## src/rtl/ptm_pkg.sv

```systemverilog
package ptm_pkg;
  localparam int NUM_CAP = 3;
  localparam int NUM_CMP = 4;
  localparam int NCH     = NUM_CAP + NUM_CMP + 1;
  localparam int NFLG    = NCH + 1;
  localparam int PRE_W   = 5;

  localparam int ADR_DUAL = NUM_CMP;
  localparam int ADR_CLR  = 5;
  localparam int ADR_IEN  = 6;
  localparam int ADR_EDGE = 7;
  localparam int ADR_ACT  = 8;
  localparam int ADR_MODE = 9;

  typedef enum logic [1:0] {
    ACT_NONE   = 2'b00,
    ACT_TOGGLE = 2'b01,
    ACT_LOW    = 2'b10,
    ACT_HIGH   = 2'b11
  } cmp_act_e;

  function automatic logic [PRE_W-1:0] presc_ratio(input logic [1:0] sel);
    case (sel)
      2'b00:   presc_ratio = PRE_W'(1);
      2'b01:   presc_ratio = PRE_W'(4);
      2'b10:   presc_ratio = PRE_W'(8);
      default: presc_ratio = PRE_W'(16);
    endcase
  endfunction
endpackage

```

## src/rtl/ptm_timebase.sv

```systemverilog
module ptm_timebase
  import ptm_pkg::*;
#(
  parameter int W = 16
) (
  input  logic         clk,
  input  logic         rst_n,
  input  logic [1:0]   sel,
  output logic [W-1:0] count,
  output logic         tick,
  output logic         wrap
);
  logic [PRE_W-1:0] div_q;
  logic [PRE_W-1:0] lim;

  // ">=" lets a shorter ratio take effect at once after a select change
  assign lim  = presc_ratio(sel) - PRE_W'(1);
  assign tick = (div_q >= lim);
  assign wrap = tick && (count == '1);

  always_ff @(posedge clk or negedge rst_n) begin
    if (!rst_n) begin
      div_q <= '0;
      count <= '0;
    end else if (tick) begin
      div_q <= '0;
      count <= count + W'(1);
    end else begin
      div_q <= div_q + PRE_W'(1);
    end
  end

  a_r1_tick_gap: assert property (@(posedge clk) disable iff (!rst_n)
    (tick && sel != 2'b00) |=> (!tick || sel == 2'b00));

  a_r4_hold_between_ticks: assert property (@(posedge clk) disable iff (!rst_n)
    !tick |=> $stable(count));

  a_r3_wrap_to_zero: assert property (@(posedge clk) disable iff (!rst_n)
    wrap |=> (count == '0));
endmodule

```

## src/rtl/ptm_capture.sv

```systemverilog
module ptm_capture #(
  parameter int W = 16
) (
  input  logic         clk,
  input  logic         rst_n,
  input  logic         en,
  input  logic         pin,
  input  logic [1:0]   edge_sel,
  input  logic [W-1:0] count,
  input  logic         load,
  input  logic [W-1:0] load_val,
  output logic [W-1:0] val,
  output logic         evt
);
  logic s1, s2, s3;
  logic rise, fall;

  always_ff @(posedge clk or negedge rst_n) begin
    if (!rst_n) begin
      s1 <= 1'b0;
      s2 <= 1'b0;
      s3 <= 1'b0;
    end else begin
      s1 <= pin;
      s2 <= s1;
      s3 <= s2;
    end
  end

  assign rise = s2 && !s3;
  assign fall = !s2 && s3;
  assign evt  = en && ((edge_sel[0] && rise) || (edge_sel[1] && fall));

  always_ff @(posedge clk or negedge rst_n) begin
    if (!rst_n)    val <= '0;
    else if (evt)  val <= count;
    else if (load) val <= load_val;
  end

  a_r5_latch_quiet: assert property (@(posedge clk) disable iff (!rst_n)
    (!evt && !load) |=> $stable(val));

  a_r5_capture_takes_count: assert property (@(posedge clk) disable iff (!rst_n)
    evt |=> (val == $past(count)));
endmodule

```

## src/rtl/ptm_compare.sv

```systemverilog
module ptm_compare
  import ptm_pkg::*;
#(
  parameter int W = 16
) (
  input  logic         clk,
  input  logic         rst_n,
  input  logic         en,
  input  logic         tick,
  input  logic [W-1:0] count,
  input  logic [W-1:0] ref_val,
  input  logic [1:0]   act,
  output logic         pin,
  output logic         evt
);
  assign evt = en && tick && (count == ref_val);

  always_ff @(posedge clk or negedge rst_n) begin
    if (!rst_n) begin
      pin <= 1'b0;
    end else if (evt) begin
      case (cmp_act_e'(act))
        ACT_TOGGLE: pin <= !pin;
        ACT_LOW:    pin <= 1'b0;
        ACT_HIGH:   pin <= 1'b1;
        default:    pin <= pin;
      endcase
    end
  end

  a_r7_pin_quiet: assert property (@(posedge clk) disable iff (!rst_n)
    !evt |=> $stable(pin));

  a_r7_drive_high: assert property (@(posedge clk) disable iff (!rst_n)
    (evt && act == ACT_HIGH) |=> pin);

  a_r7_toggle: assert property (@(posedge clk) disable iff (!rst_n)
    (evt && act == ACT_TOGGLE) |=> (pin != $past(pin)));
endmodule

```

## src/rtl/ptm_flags.sv

```systemverilog
module ptm_flags #(
  parameter int N = 9
) (
  input  logic         clk,
  input  logic         rst_n,
  input  logic [N-1:0] set,
  input  logic [N-1:0] clr,
  input  logic [N-1:0] ien,
  output logic [N-1:0] flag,
  output logic [N-1:0] irq
);
  always_ff @(posedge clk or negedge rst_n) begin
    if (!rst_n) flag <= '0;
    else        flag <= (flag & ~clr) | set;
  end

  assign irq = flag & ien;

  for (genvar i = 0; i < N; i++) begin : g_chk
    a_r9_set_wins: assert property (@(posedge clk) disable iff (!rst_n)
      set[i] |=> flag[i]);
    a_r9_clear_one: assert property (@(posedge clk) disable iff (!rst_n)
      (clr[i] && !set[i]) |=> !flag[i]);
  end
endmodule

```

## src/rtl/ptm_timer.sv

```systemverilog
module ptm_timer
  import ptm_pkg::*;
#(
  parameter int W      = 16,
  parameter int ADDR_W = 4
) (
  input  logic                     clk,
  input  logic                     rst_n,
  input  logic [1:0]               presc_sel,
  input  logic [NUM_CAP:0]         cap_in,
  input  logic                     wr_en,
  input  logic [ADDR_W-1:0]        wr_addr,
  input  logic [W-1:0]             wr_data,
  output logic [W-1:0]             count,
  output logic [(NUM_CAP+1)*W-1:0] cap_val,
  output logic [NUM_CMP:0]         cmp_out,
  output logic [NCH-1:0]           ch_flag,
  output logic                     ovf_flag,
  output logic [NCH-1:0]           ch_irq,
  output logic                     ovf_irq
);
  localparam int EDGE_W = 2 * (NUM_CAP + 1);
  localparam int ACT_W  = 2 * (NUM_CMP + 1);

  logic              tick, wrap;
  logic [W-1:0]      cmp_reg [NUM_CMP];
  logic [EDGE_W-1:0] edge_cfg;
  logic [ACT_W-1:0]  act_cfg;
  logic [NFLG-1:0]   ien;
  logic              dual_cmp;
  logic              dual_wr;
  logic [NFLG-1:0]   clr;
  logic [NFLG-1:0]   set;
  logic [NFLG-1:0]   flag, irq;
  logic [NUM_CAP:0]  cap_evt;
  logic [NUM_CMP:0]  cmp_evt;
  logic [W-1:0]      dual_val;

  ptm_timebase #(.W(W)) u_tb (
    .clk(clk), .rst_n(rst_n), .sel(presc_sel),
    .count(count), .tick(tick), .wrap(wrap)
  );

  // register port: one write per cycle, never stalls
  always_ff @(posedge clk or negedge rst_n) begin
    if (!rst_n) begin
      for (int k = 0; k < NUM_CMP; k++) cmp_reg[k] <= '0;
      edge_cfg <= '0;
      act_cfg  <= '0;
      ien      <= '0;
      dual_cmp <= 1'b0;
    end else if (wr_en) begin
      for (int k = 0; k < NUM_CMP; k++)
        if (wr_addr == ADDR_W'(k)) cmp_reg[k] <= wr_data;
      if (wr_addr == ADDR_W'(ADR_EDGE)) edge_cfg <= wr_data[EDGE_W-1:0];
      if (wr_addr == ADDR_W'(ADR_ACT))  act_cfg  <= wr_data[ACT_W-1:0];
      if (wr_addr == ADDR_W'(ADR_IEN))  ien      <= wr_data[NFLG-1:0];
      if (wr_addr == ADDR_W'(ADR_MODE)) dual_cmp <= wr_data[0];
    end
  end

  assign dual_wr = wr_en && (wr_addr == ADDR_W'(ADR_DUAL));
  assign clr     = (wr_en && wr_addr == ADDR_W'(ADR_CLR)) ? wr_data[NFLG-1:0] : '0;

  for (genvar gi = 0; gi <= NUM_CAP; gi++) begin : g_cap
    logic         en_c, ld_c;
    logic [W-1:0] lv_c, val_c;
    if (gi == NUM_CAP) begin : g_dual
      assign en_c = !dual_cmp;
      assign ld_c = dual_wr;
      assign lv_c = wr_data;
    end else begin : g_ded
      assign en_c = 1'b1;
      assign ld_c = 1'b0;
      assign lv_c = '0;
    end
    ptm_capture #(.W(W)) u_cap (
      .clk(clk), .rst_n(rst_n), .en(en_c), .pin(cap_in[gi]),
      .edge_sel(edge_cfg[2*gi +: 2]), .count(count),
      .load(ld_c), .load_val(lv_c), .val(val_c), .evt(cap_evt[gi])
    );
    assign cap_val[gi*W +: W] = val_c;
  end

  assign dual_val = cap_val[NUM_CAP*W +: W];

  for (genvar gj = 0; gj <= NUM_CMP; gj++) begin : g_cmp
    logic         en_o;
    logic [W-1:0] ref_o;
    if (gj == NUM_CMP) begin : g_dual
      assign en_o  = dual_cmp;
      assign ref_o = dual_val;
    end else begin : g_ded
      assign en_o  = 1'b1;
      assign ref_o = cmp_reg[gj];
    end
    ptm_compare #(.W(W)) u_cmp (
      .clk(clk), .rst_n(rst_n), .en(en_o), .tick(tick), .count(count),
      .ref_val(ref_o), .act(act_cfg[2*gj +: 2]),
      .pin(cmp_out[gj]), .evt(cmp_evt[gj])
    );
  end

  always_comb begin
    set = '0;
    for (int k = 0; k < NUM_CAP; k++) set[k] = cap_evt[k];
    for (int k = 0; k < NUM_CMP; k++) set[NUM_CAP + k] = cmp_evt[k];
    set[NCH-1] = cap_evt[NUM_CAP] | cmp_evt[NUM_CMP];
    set[NCH]   = wrap;
  end

  ptm_flags #(.N(NFLG)) u_flags (
    .clk(clk), .rst_n(rst_n), .set(set), .clr(clr), .ien(ien),
    .flag(flag), .irq(irq)
  );

  assign ch_flag  = flag[NCH-1:0];
  assign ovf_flag = flag[NCH];
  assign ch_irq   = irq[NCH-1:0];
  assign ovf_irq  = irq[NCH];

  a_r3_wrap_flags: assert property (@(posedge clk) disable iff (!rst_n)
    wrap |=> ovf_flag);

  a_r8_no_capture_in_cmp: assert property (@(posedge clk) disable iff (!rst_n)
    dual_cmp |-> !cap_evt[NUM_CAP]);

  a_r8_no_compare_in_cap: assert property (@(posedge clk) disable iff (!rst_n)
    !dual_cmp |-> !cmp_evt[NUM_CMP]);
endmodule

```

## config.mk

```make
export PLATFORM = sky130hd
export DESIGN_NAME = ptm_timer
export DESIGN_NICKNAME = d
export VERILOG_FILES = /design/src/rtl/ptm_pkg.sv /design/src/rtl/ptm_timebase.sv /design/src/rtl/ptm_capture.sv /design/src/rtl/ptm_compare.sv /design/src/rtl/ptm_flags.sv /design/src/rtl/ptm_timer.sv
export SDC_FILE = /design/constraint.sdc
export NUM_CORES = 1
export LEC_CHECK = 0
export ABC_CLOCK_PERIOD_IN_PS = 2100
export BUFFER_PORTS_ARGS = -buffer_cell sky130_fd_sc_hd__buf_2
export CAP_MARGIN = 15
export CORE_ASPECT_RATIO = 1.2
export CORE_MARGIN = 10
export CORE_UTILIZATION = 50
export CTS_BUF_LIST = sky130_fd_sc_hd__clkbuf_4 sky130_fd_sc_hd__clkbuf_8 sky130_fd_sc_hd__clkbuf_16
export DETAILED_ROUTE_END_ITERATION = 10
export PLACE_DENSITY_LB_ADDON = 0.12
export SYNTH_ARGS = -nofsm -noshare
export SYNTH_HDL_FRONTEND = slang
export SYNTH_SLANG_ARGS = --single-unit
export TNS_END_PERCENT = 50
```

## constraint.sdc

```tcl
create_clock -name clk -period 2.1 [get_ports clk]
set_input_delay 0.105 -clock clk [delete_from_list [all_inputs] [get_ports clk]]
set_output_delay 0.105 -clock clk [all_outputs]
set_load 0.01 [all_outputs]
```

== Word-level counts from Yosys, hierarchy flattened ==
Index checks and enable logic that the tools add are counted.
Word-level totals
  bits in registers: 203
  bits of input ports: 29
  output and inout bits: 103
  word-level logic and storage cells: 148
Cells by class
  add/subtract/negate cells: 3
  order comparisons: 1
  equal/unequal tests: 32
  multiplexer cells: 10
  bitwise gates (word level): 5
  reduce and logical (&&, ||, !) cells: 65
Operators with widths (number)
  16-bit equality test: 5
  16-bit two-way mux: 2
  1-bit logical AND: 26
  2-bit AND reduction: 13
  2-bit equality test, second input constant: 11
  9-bit bitwise AND: 2
  16-bit by 1-bit adder with 16-bit output, second input constant: 1
  16-bit equality test, second input constant: 1
  4-bit by 3-bit equality test with 1-bit output, second input constant: 4
  1-bit one-hot mux with 3 select lines: 5
  5-bit one-hot mux with 3 select lines: 1
  3-bit nonzero test: 5
  1-bit zero test: 14
  2-bit by 1-bit equality test with 1-bit output, second input constant: 6
  9-bit two-way mux: 1
  9-bit NOT: 1
  9-bit OR: 1
  4-bit by 2-bit equality test with 1-bit output, second input constant: 2
  4-bit equality test, second input constant: 2
  5-bit by 1-bit adder with 5-bit output, second input constant: 1
  5-bit >= comparator: 1
  5-bit two-way mux: 1
  5-bit by 1-bit subtractor with 5-bit output, second input constant: 1
  4-bit by 1-bit equality test with 1-bit output, second input constant: 1
  5 further kinds: 8

== Depth between registers and ports, before layout ==
Gate-level depths: netlist (run 1).
  depth in word-level cells: 8
  depth in mapped cells: 9
  mapped depth without buffers: 8

== Hierarchy ==
A second synthesis (run 1) with hierarchy kept.
Second synthesis, totals
  cell total of the unflattened synthesis: 819
  area total of the unflattened synthesis: 10331.2 um^2
Modules (own cells, without submodules)
  ptm_capture: instances 4, cells an instance 78, area an instance 962.2 um^2
  ptm_timer: instances 1, cells an instance 220, area an instance 3707.3 um^2
  ptm_compare: instances 5, cells an instance 30, area an instance 259.0 um^2
  ptm_timebase: instances 1, cells an instance 101, area an instance 1097.3 um^2
  ptm_flags: instances 1, cells an instance 36, area an instance 382.9 um^2

== Worst setup path after synthesis (run 1) ==
Ideal clock, no wire load.
  kind: reg2reg
  start point: register u_tb.div_q[0]
  end point: register u_tb.count[11]
  library setup time: 0.125 ns
  arrival time: 1.571 ns
  path slack: 0.405 ns
  cell stages (with the launch flop): 9
  clock period less this slack: 1.695 ns
  path through: dfrtp_1 inv_1 ha_1 nand2b_1 a31oi_1 o21ai_2 buf_2 nand4_1 xnor2_1
Between the ends
  cells in the longest elaborated chain, start to end: 1
Ends and longest elaborated chain
  start, declared: line ptm_timebase.sv:13  | logic [PRE_W-1:0] div_q;
  start signal, assigned: line ptm_timebase.sv:29  | div_q <= div_q + PRE_W'(1);
  5-bit >= comparator: line ptm_timebase.sv:18  | assign tick = (div_q >= lim);
  end signal, assigned: line ptm_timebase.sv:27  | count <= count + W'(1);
  end, declared: line ptm_timebase.sv:9  | output logic [W-1:0] count,
Every way passes these cells.
A chain may end at the register's enable or synchronous reset.

== Worst setup path after layout (run 1) ==
  start point: register u_tb.count[0]
  end point: register g_cmp[1].u_cmp.pin
Between the ends
  cells in the longest elaborated chain, start to end: 3
Ends and longest elaborated chain
  16-bit equality test: line ptm_compare.sv:16  | assign evt = en && tick && (count == ref_val);
  1-bit logical AND: line ptm_compare.sv:16
  2-bit AND reduction (no source line)
  end signal, assigned: line ptm_compare.sv:23  | ACT_TOGGLE: pin <= !pin;
  end signal, assigned: line ptm_compare.sv:26  | default: pin <= pin;
  end, declared: line ptm_compare.sv:13  | output logic pin,
Every way passes these cells.

==> results.ini, run 1 <==
[status]
status=completed

[timing]
fin_skew_ps=6.131
slew_violations=0
rsz0062_at_grt=no
worst_slew_pin_slew_ps=1132
relSlewSlack_pct=24.54
finalSetupViolCount=0
timing.fmax_mhz=525.2
timing.final.crit_share_pct=90.67
period_needed_ps=1904
hold_viol_final=0
fin_setup_tns_ps=0

[global_route]
grt_pass1_wl_um=37810
grt.overflow.total=0
antenna_found_initial=0
grt_pass1_vias=6552
grt_max_degree=58
grtUsageTotal_pct=19.79

[power_and_ir_drop]
pwr-share-seq_pct=44.4
p_switching_mw=3.786
power.density_nw_per_um2=1128
power_frac_comb_pct=25.6
p_leak_nw=5.165
p_clk_share_pct=30.0
ir_drop_mv=0.5454
swShare_pct=30.73
p_int_mw=8.533

[final_layout]
fillCellCount=1461
fin_util_pct=60.34
area_growth_pct=19.21
diodes=0
finalNetCount=888
final_layout_size_suffix_gt1_share_pct=41.20
design_area_sq_um=10930

[logic_synthesis]
yosysTopAreaCellShare_pct=55.43
synthAdderAreaFrac_pct=0.9556
synth_most_common_cell=dfrtp_1
synthSimpleGateAreaFrac_pct=8.232
synth_edf_count=0
synth_commonest_cells=203 x dfrtp_1, 141 x mux2_2, 90 x xnor2_1
synth_top_family_by_area=multiplexers
synth_mux_area_share_pct=19.07
synth-compound-area-share_pct=3.195
synthArstFlopShare_pct=100.0
ys_types=47
synth-xor-area-share_pct=9.570
synth-seq-cells=203
yosys_most_used_dff=dfrtp_1
synth.avg_cell_area_sq_um=13.19
syn_inst=695
yosysWarnings=0
yosys.area.top_type=dfrtp_1
synthesis.area_sq_um=9165
yosys-top-cells-area=dfrtp_1 55%, mux2_2 17%, xnor2_1 8.6%, mux2i_1 1.7%, nand4_1 1.5%
syn-num-nets=731
yosysSeqAreaShare_pct=55.43

[critical_path]
cp_max_fo=13
setup.worst_path.end=g_cmp[1].u_cmp.pin$_DFFE_PN0P_
critPathLaunchType=flop
ff2ff_path_depth=5
rr_endpoint=g_cmp[1].u_cmp.pin$_DFFE_PN0P_
worstSetupStartpoint=u_tb.count[0]$_DFFE_PN0P_
critical_path_class=reg -> reg
r2r_setup_slack_ps=200
r2r_start=u_tb.count[0]$_DFFE_PN0P_
worstPathRequired_ps=2500
crit_arrival_ps=2310
worstSetupEndpointType=flop

[placement]
placed_cell_area_sq_um=10100
gp_congestion=0.8524
io_buffers=131
hpwlAfterDp_um=16930

[min_path]
worstHoldPathCells=2
hp-class=in -> reg

[die]
start_util_pct=50.61
num_rows=54
dieArea_sq_um=24170
die_h_um=168.3
die_w_um=143.6
core_area_sq_um=18110
ios=132

[drt]
vias_per_cell=5.493
vias=5976
drcViolationCount=0
first_pass_iters=5
wl_um=23580
drt-initial-drc-count=374
antenna_left=0
route.detailed.wl_per_inst_um=21.67

[clock_network]
clk_latency_ps=490
clock_path_buffers=3
postCtsResizedCells=0
root_buffer=clkbuf_16
cts_tree=yes
cts_sinks=203
clk_pin_slew_worst_paths_ps=60
numCtsBuffers=21
htreeDepth=1

[flow_run]
maxCapViolations=0

==> cell type report <==
type / instances / area [sq um] / area share (%)
Clock buffer: 30 / 599.3 / 5.486
Clock inverter: 5 / 80.08 / 0.7329
Inverter: 9 / 33.78 / 0.3092
Timing Repair Buffer: 177 / 1085 / 9.929
Multi-Input combinational cell: 440 / 3767 / 34.48
Tap cell: 224 / 280.3 / 2.565
Sequential cell: 203 / 5080 / 46.50
==> timing repair <==
| item | 4_1_cts | 5_1_grt |
|---|---|---|
| hold buffers | 15 | 0 |
| setup buffers | 0 | 0 |
| endpoints found under the hold margin | 241 | 0 |
==> through the flow <==
step                hold WS [ps]  cells  worst slack, ps  power, mW
finish                     17.84   1088            195.9      12.32
global route               13.81   1088            1.196      12.99
CTS                        2.771   1088            166.2      12.47
detailed placement         44.79   1038            147.2      8.694
global placement           47.97   1038            247.5      8.557
floorplan                 -190.6    695            404.6      7.419
==> power by group through the flow <==
stage	Clock (mW)	Sequential [mW]	Combinational, mW
floorplan	0	5.39	2.02
global placement	0	5.48	3.07
detailed placement	0	5.54	3.16
CTS	3.79	5.47	3.20
global route	3.95	5.58	3.47
finish	3.69	5.47	3.16
==> critical path, stage by stage, from the launching register on <==
cell and delay (ps):
dfrtp_1 730, xnor2_1 190, nand4_1 110, nor4_2 450, a31oi_1 160, a31oi_1 170
==> cell families after synthesis <==
family	Yosys count
AOI/OAI and AO/OA	47
xor gates and xnor gates	98
adders and majority gates	7
buffers and inverters	52
DFF	203
muxes	157
other	1
and+or+nand+nor	130
==> sequential cells by signal (all words and copies together) (netlist names) <==
signal	flops
ien	9
g_cmp.u_cmp.pin	5
u_tb.div_q	5
u_tb.count	16
g_cap.u_cap.s1	4
g_cap.u_cap.val	64
g_cmp.ref_o	64
g_cap.u_cap.s2	4
act_cfg	10
dual_cmp	1
g_cap.u_cap.s3	4
edge_cfg	8
u_flags.flag	9
==> layout by cell type (no fill, tap or decap), types with 8 or more instances in the layout <==
cell type      count
dlygate4sd3_1     15
clkbuf_16         21
buf_2            130
inv_1              9
and2_1            11
o21ai_0           20
mux2i_1           16
nand2_1           36
buf_4             28
nand4_1           22
a31oi_1            9
nor2_1             9
xnor2_1           90
dfrtp_1          203
mux2_2           141
nand3_1           17
clkbuf_4           8
==> per-layer routing <==
metal	up-vias	share of wire, %	global-route usage (%)
met3	23	6.9	4.588
met1	3070	41	24.92
met4	0	1.7	4.891
met5	-	0	0
li1	2726	-	-
met2	157	50	33.47
==> how the worst min path moves through the flow <==
| stage | start | to |
|---|---|---|
| after floorplan | rst_n | act_cfg[0]$_DFFE_PN0P_ |
| after global placement | rst_n | g_cap[3].u_cap.s2$_DFF_PN0_ |
| after detailed placement | rst_n | g_cap[3].u_cap.s3$_DFF_PN0_ |
| after CTS | wr_data[11] | g_cmp[1].ref_o[11]$_DFFE_PN0P_ |
| after global routing | wr_data[11] | g_cmp[2].ref_o[11]$_DFFE_PN0P_ |
| final | wr_data[11] | g_cmp[0].ref_o[11]$_DFFE_PN0P_ |
Power figures use the tool's default switching activity.
==> run 2, diff against run 1 <==
--- a/config.mk
+++ b/config.mk
@@ -6,7 +6,7 @@
 export NUM_CORES = 1
 export LEC_CHECK = 0
 export ABC_CLOCK_PERIOD_IN_PS = 2100
-export BUFFER_PORTS_ARGS = -buffer_cell sky130_fd_sc_hd__buf_2
+export BUFFER_PORTS_ARGS = -buffer_cell sky130_fd_sc_hd__buf_4
 export CAP_MARGIN = 15
 export CORE_ASPECT_RATIO = 1.2
 export CORE_MARGIN = 10
==> run 2 against run 1 <==
  * Cell count about the same
  * First-iteration DRC count decreased by 26%
  * Register-to-register slack improved by 30 ps
  * Global-route usage decreased by 0.58 points
  * Setup slack improved by 32 ps
  * Sequential share of layout area decreased by 1.4 points
  * Fmax increased by 1.7%
  * Die area unchanged
  * Wire length decreased by 2.5%
  * Design area increased by 3.1%
  * Count of clock-buffer cells in the layout decreased by 1
  * Critical endpoint is now g_cmp[0].u_cmp.pin$_DFFE_PN0P_
  * Highest routed layer unchanged
==> results.ini, run 2 (synthesis gave the netlist of run 1 again) <==
[final_layout]
final_cell_mix=203 x dfrtp_1, 155 x buf_4, 141 x mux2_2
finalNetCount=892
seq_area_sq_um=5080
final_layout_size_suffix_gt1_share_pct=40.58
multi_input_area_sq_um=3767
layout_commonest_cell=dfrtp_1
area_growth_pct=22.87
fillCellCount=1472
design_area_sq_um=11260
diodes=0

[global_route]
grt_max_degree=78
grtUsageTotal_pct=19.20
antenna_found_initial=0
grt_pass1_wl_um=36780
grt_pass1_vias=6414
grt.overflow.total=0

[power_and_ir_drop]
power_mw=12.29
power.density_nw_per_um2=1092
ir_drop_mv=0.7013
p_leak_nw=5.211

[min_path]
hp-class=in -> reg
worstHoldPathCells=4

[clock_network]
cts_setup_buffers=0
cts_tree=yes
clock_path_buffers=3
numCtsBuffers=21
root_buffer=clkbuf_16
clk_pin_slew_worst_paths_ps=60
clk_latency_ps=490
cts_sinks=203
htreeDepth=1
postCtsResizedCells=0

[timing]
hold_viol_final=0
worst_slew_pin_slew_ps=1130
slew_violations=0
period_needed_ps=1872
fin_setup_tns_ps=0
fin_skew_ps=9.869
finalSetupViolCount=0
relSlewSlack_pct=24.66
timing.fmax_mhz=534.1
timing.final.crit_share_pct=89.16
rsz0062_at_grt=no

[placement]
gp_congestion=0.8737
hpwlAfterDp_um=16500
io_buffers=131
placed_cell_area_sq_um=10420

[drt]
drt-initial-drc-count=276
first_pass_iters=4
wl_um=22990
antenna_left=0
vias_per_cell=5.447
vias=5932
drcViolationCount=0
route.detailed.wl_per_inst_um=21.11

[critical_path]
critPathLaunchType=flop
critical_path_class=reg -> reg
ff2ff_path_depth=5
cp_max_fo=7
worstPathRequired_ps=2510
crit_arrival_ps=2280
worstSetupEndpointType=flop

[die]
core_area_sq_um=18110
num_rows=54
die_h_um=168.3
dieArea_sq_um=24170
ios=132
die_w_um=143.6
start_util_pct=50.61

[status]
status=completed

[flow_run]
maxCapViolations=0

[run 2: cell count changes in the layout (fill, tap and decap cells not counted), sizes merged]
| cell | previous run | this run |
|---|---|---|
| dlygate4sd3 | 15 | 21 |
| buf | 161 | 159 |
| bufinv | 2 | 0 |
| clkinv | 1 | 3 |
| clkinvlp | 2 | 0 |
| clkbuf | 31 | 30 |
[run 2: path summary, 6_finish.rpt]
kind,from,endpoint,slack (ps)
max,u_tb.count[12]$_DFFE_PN0P_,g_cmp[0].u_cmp.pin$_DFFE_PN0P_,230
min,wr_en,dual_cmp$_DFFE_PN0P_,150
max reg2reg,u_tb.count[12]$_DFFE_PN0P_,g_cmp[0].u_cmp.pin$_DFFE_PN0P_,230
min reg2reg,g_cap[1].u_cap.s1$_DFF_PN0_,g_cap[1].u_cap.s2$_DFF_PN0_,350
max in group asynchronous,rst_n,g_cmp[2].ref_o[2]$_DFFE_PN0P_,1210
min in group asynchronous,rst_n,ien[7]$_DFFE_PN0P_,210
[run 2: report_power, final]
group | switching, mW | internal [mW] | total (mW)
clock | 1.46 | 2.03 | 3.48
sequential | 0.725 | 4.72 | 5.44
combinational | 1.56 | 1.81 | 3.37
total | 3.74 | 8.55 | 12.3
[run 2: worst max-delay path, stage by stage, from the launching register on]
cell	delay, ps
dfrtp_1	470
xnor2_1	270
nand4_1	230
nor4_2	510
a31oi_1	140
a31oi_1	160
[run 2: what timing repair did]
item	CTS	global route
endpoints found under the hold margin	169	0
hold buffers	21	0
setup endpoints to repair	0	0
[run 2: stage by stage]
step                worst slack, ps  util (%)  cells  hold WS [ps]
global route                  66.06     62.19   1089         164.5
CTS                           193.8     62.19   1089         135.8
floorplan                     404.6         -    695        -190.6
detailed placement            206.4     57.54   1036         187.2
finish                        227.7     62.19   1089         148.6
global placement              242.1     57.54   1036         184.9
[run 2: per-layer routing]
metal | part of all wire [%] | up-vias | GRT usage (%)
met5 | 0 | - | 0
met4 | 1.7 | 0 | 4.491
met3 | 7.4 | 35 | 4.419
met2 | 51 | 161 | 33.08
met1 | 40 | 3010 | 23.79
li1 | - | 2726 | -
[run 2: layout make-up]
cell class | count | area share, %
clock buffer | 29 | 5.478
clock inverter | 3 | 0.1333
inverter | 9 | 0.3000
multi-input combinational | 440 | 33.46
sequential | 203 | 45.11
tap | 224 | 2.489
timing repair buffer | 181 | 13.03
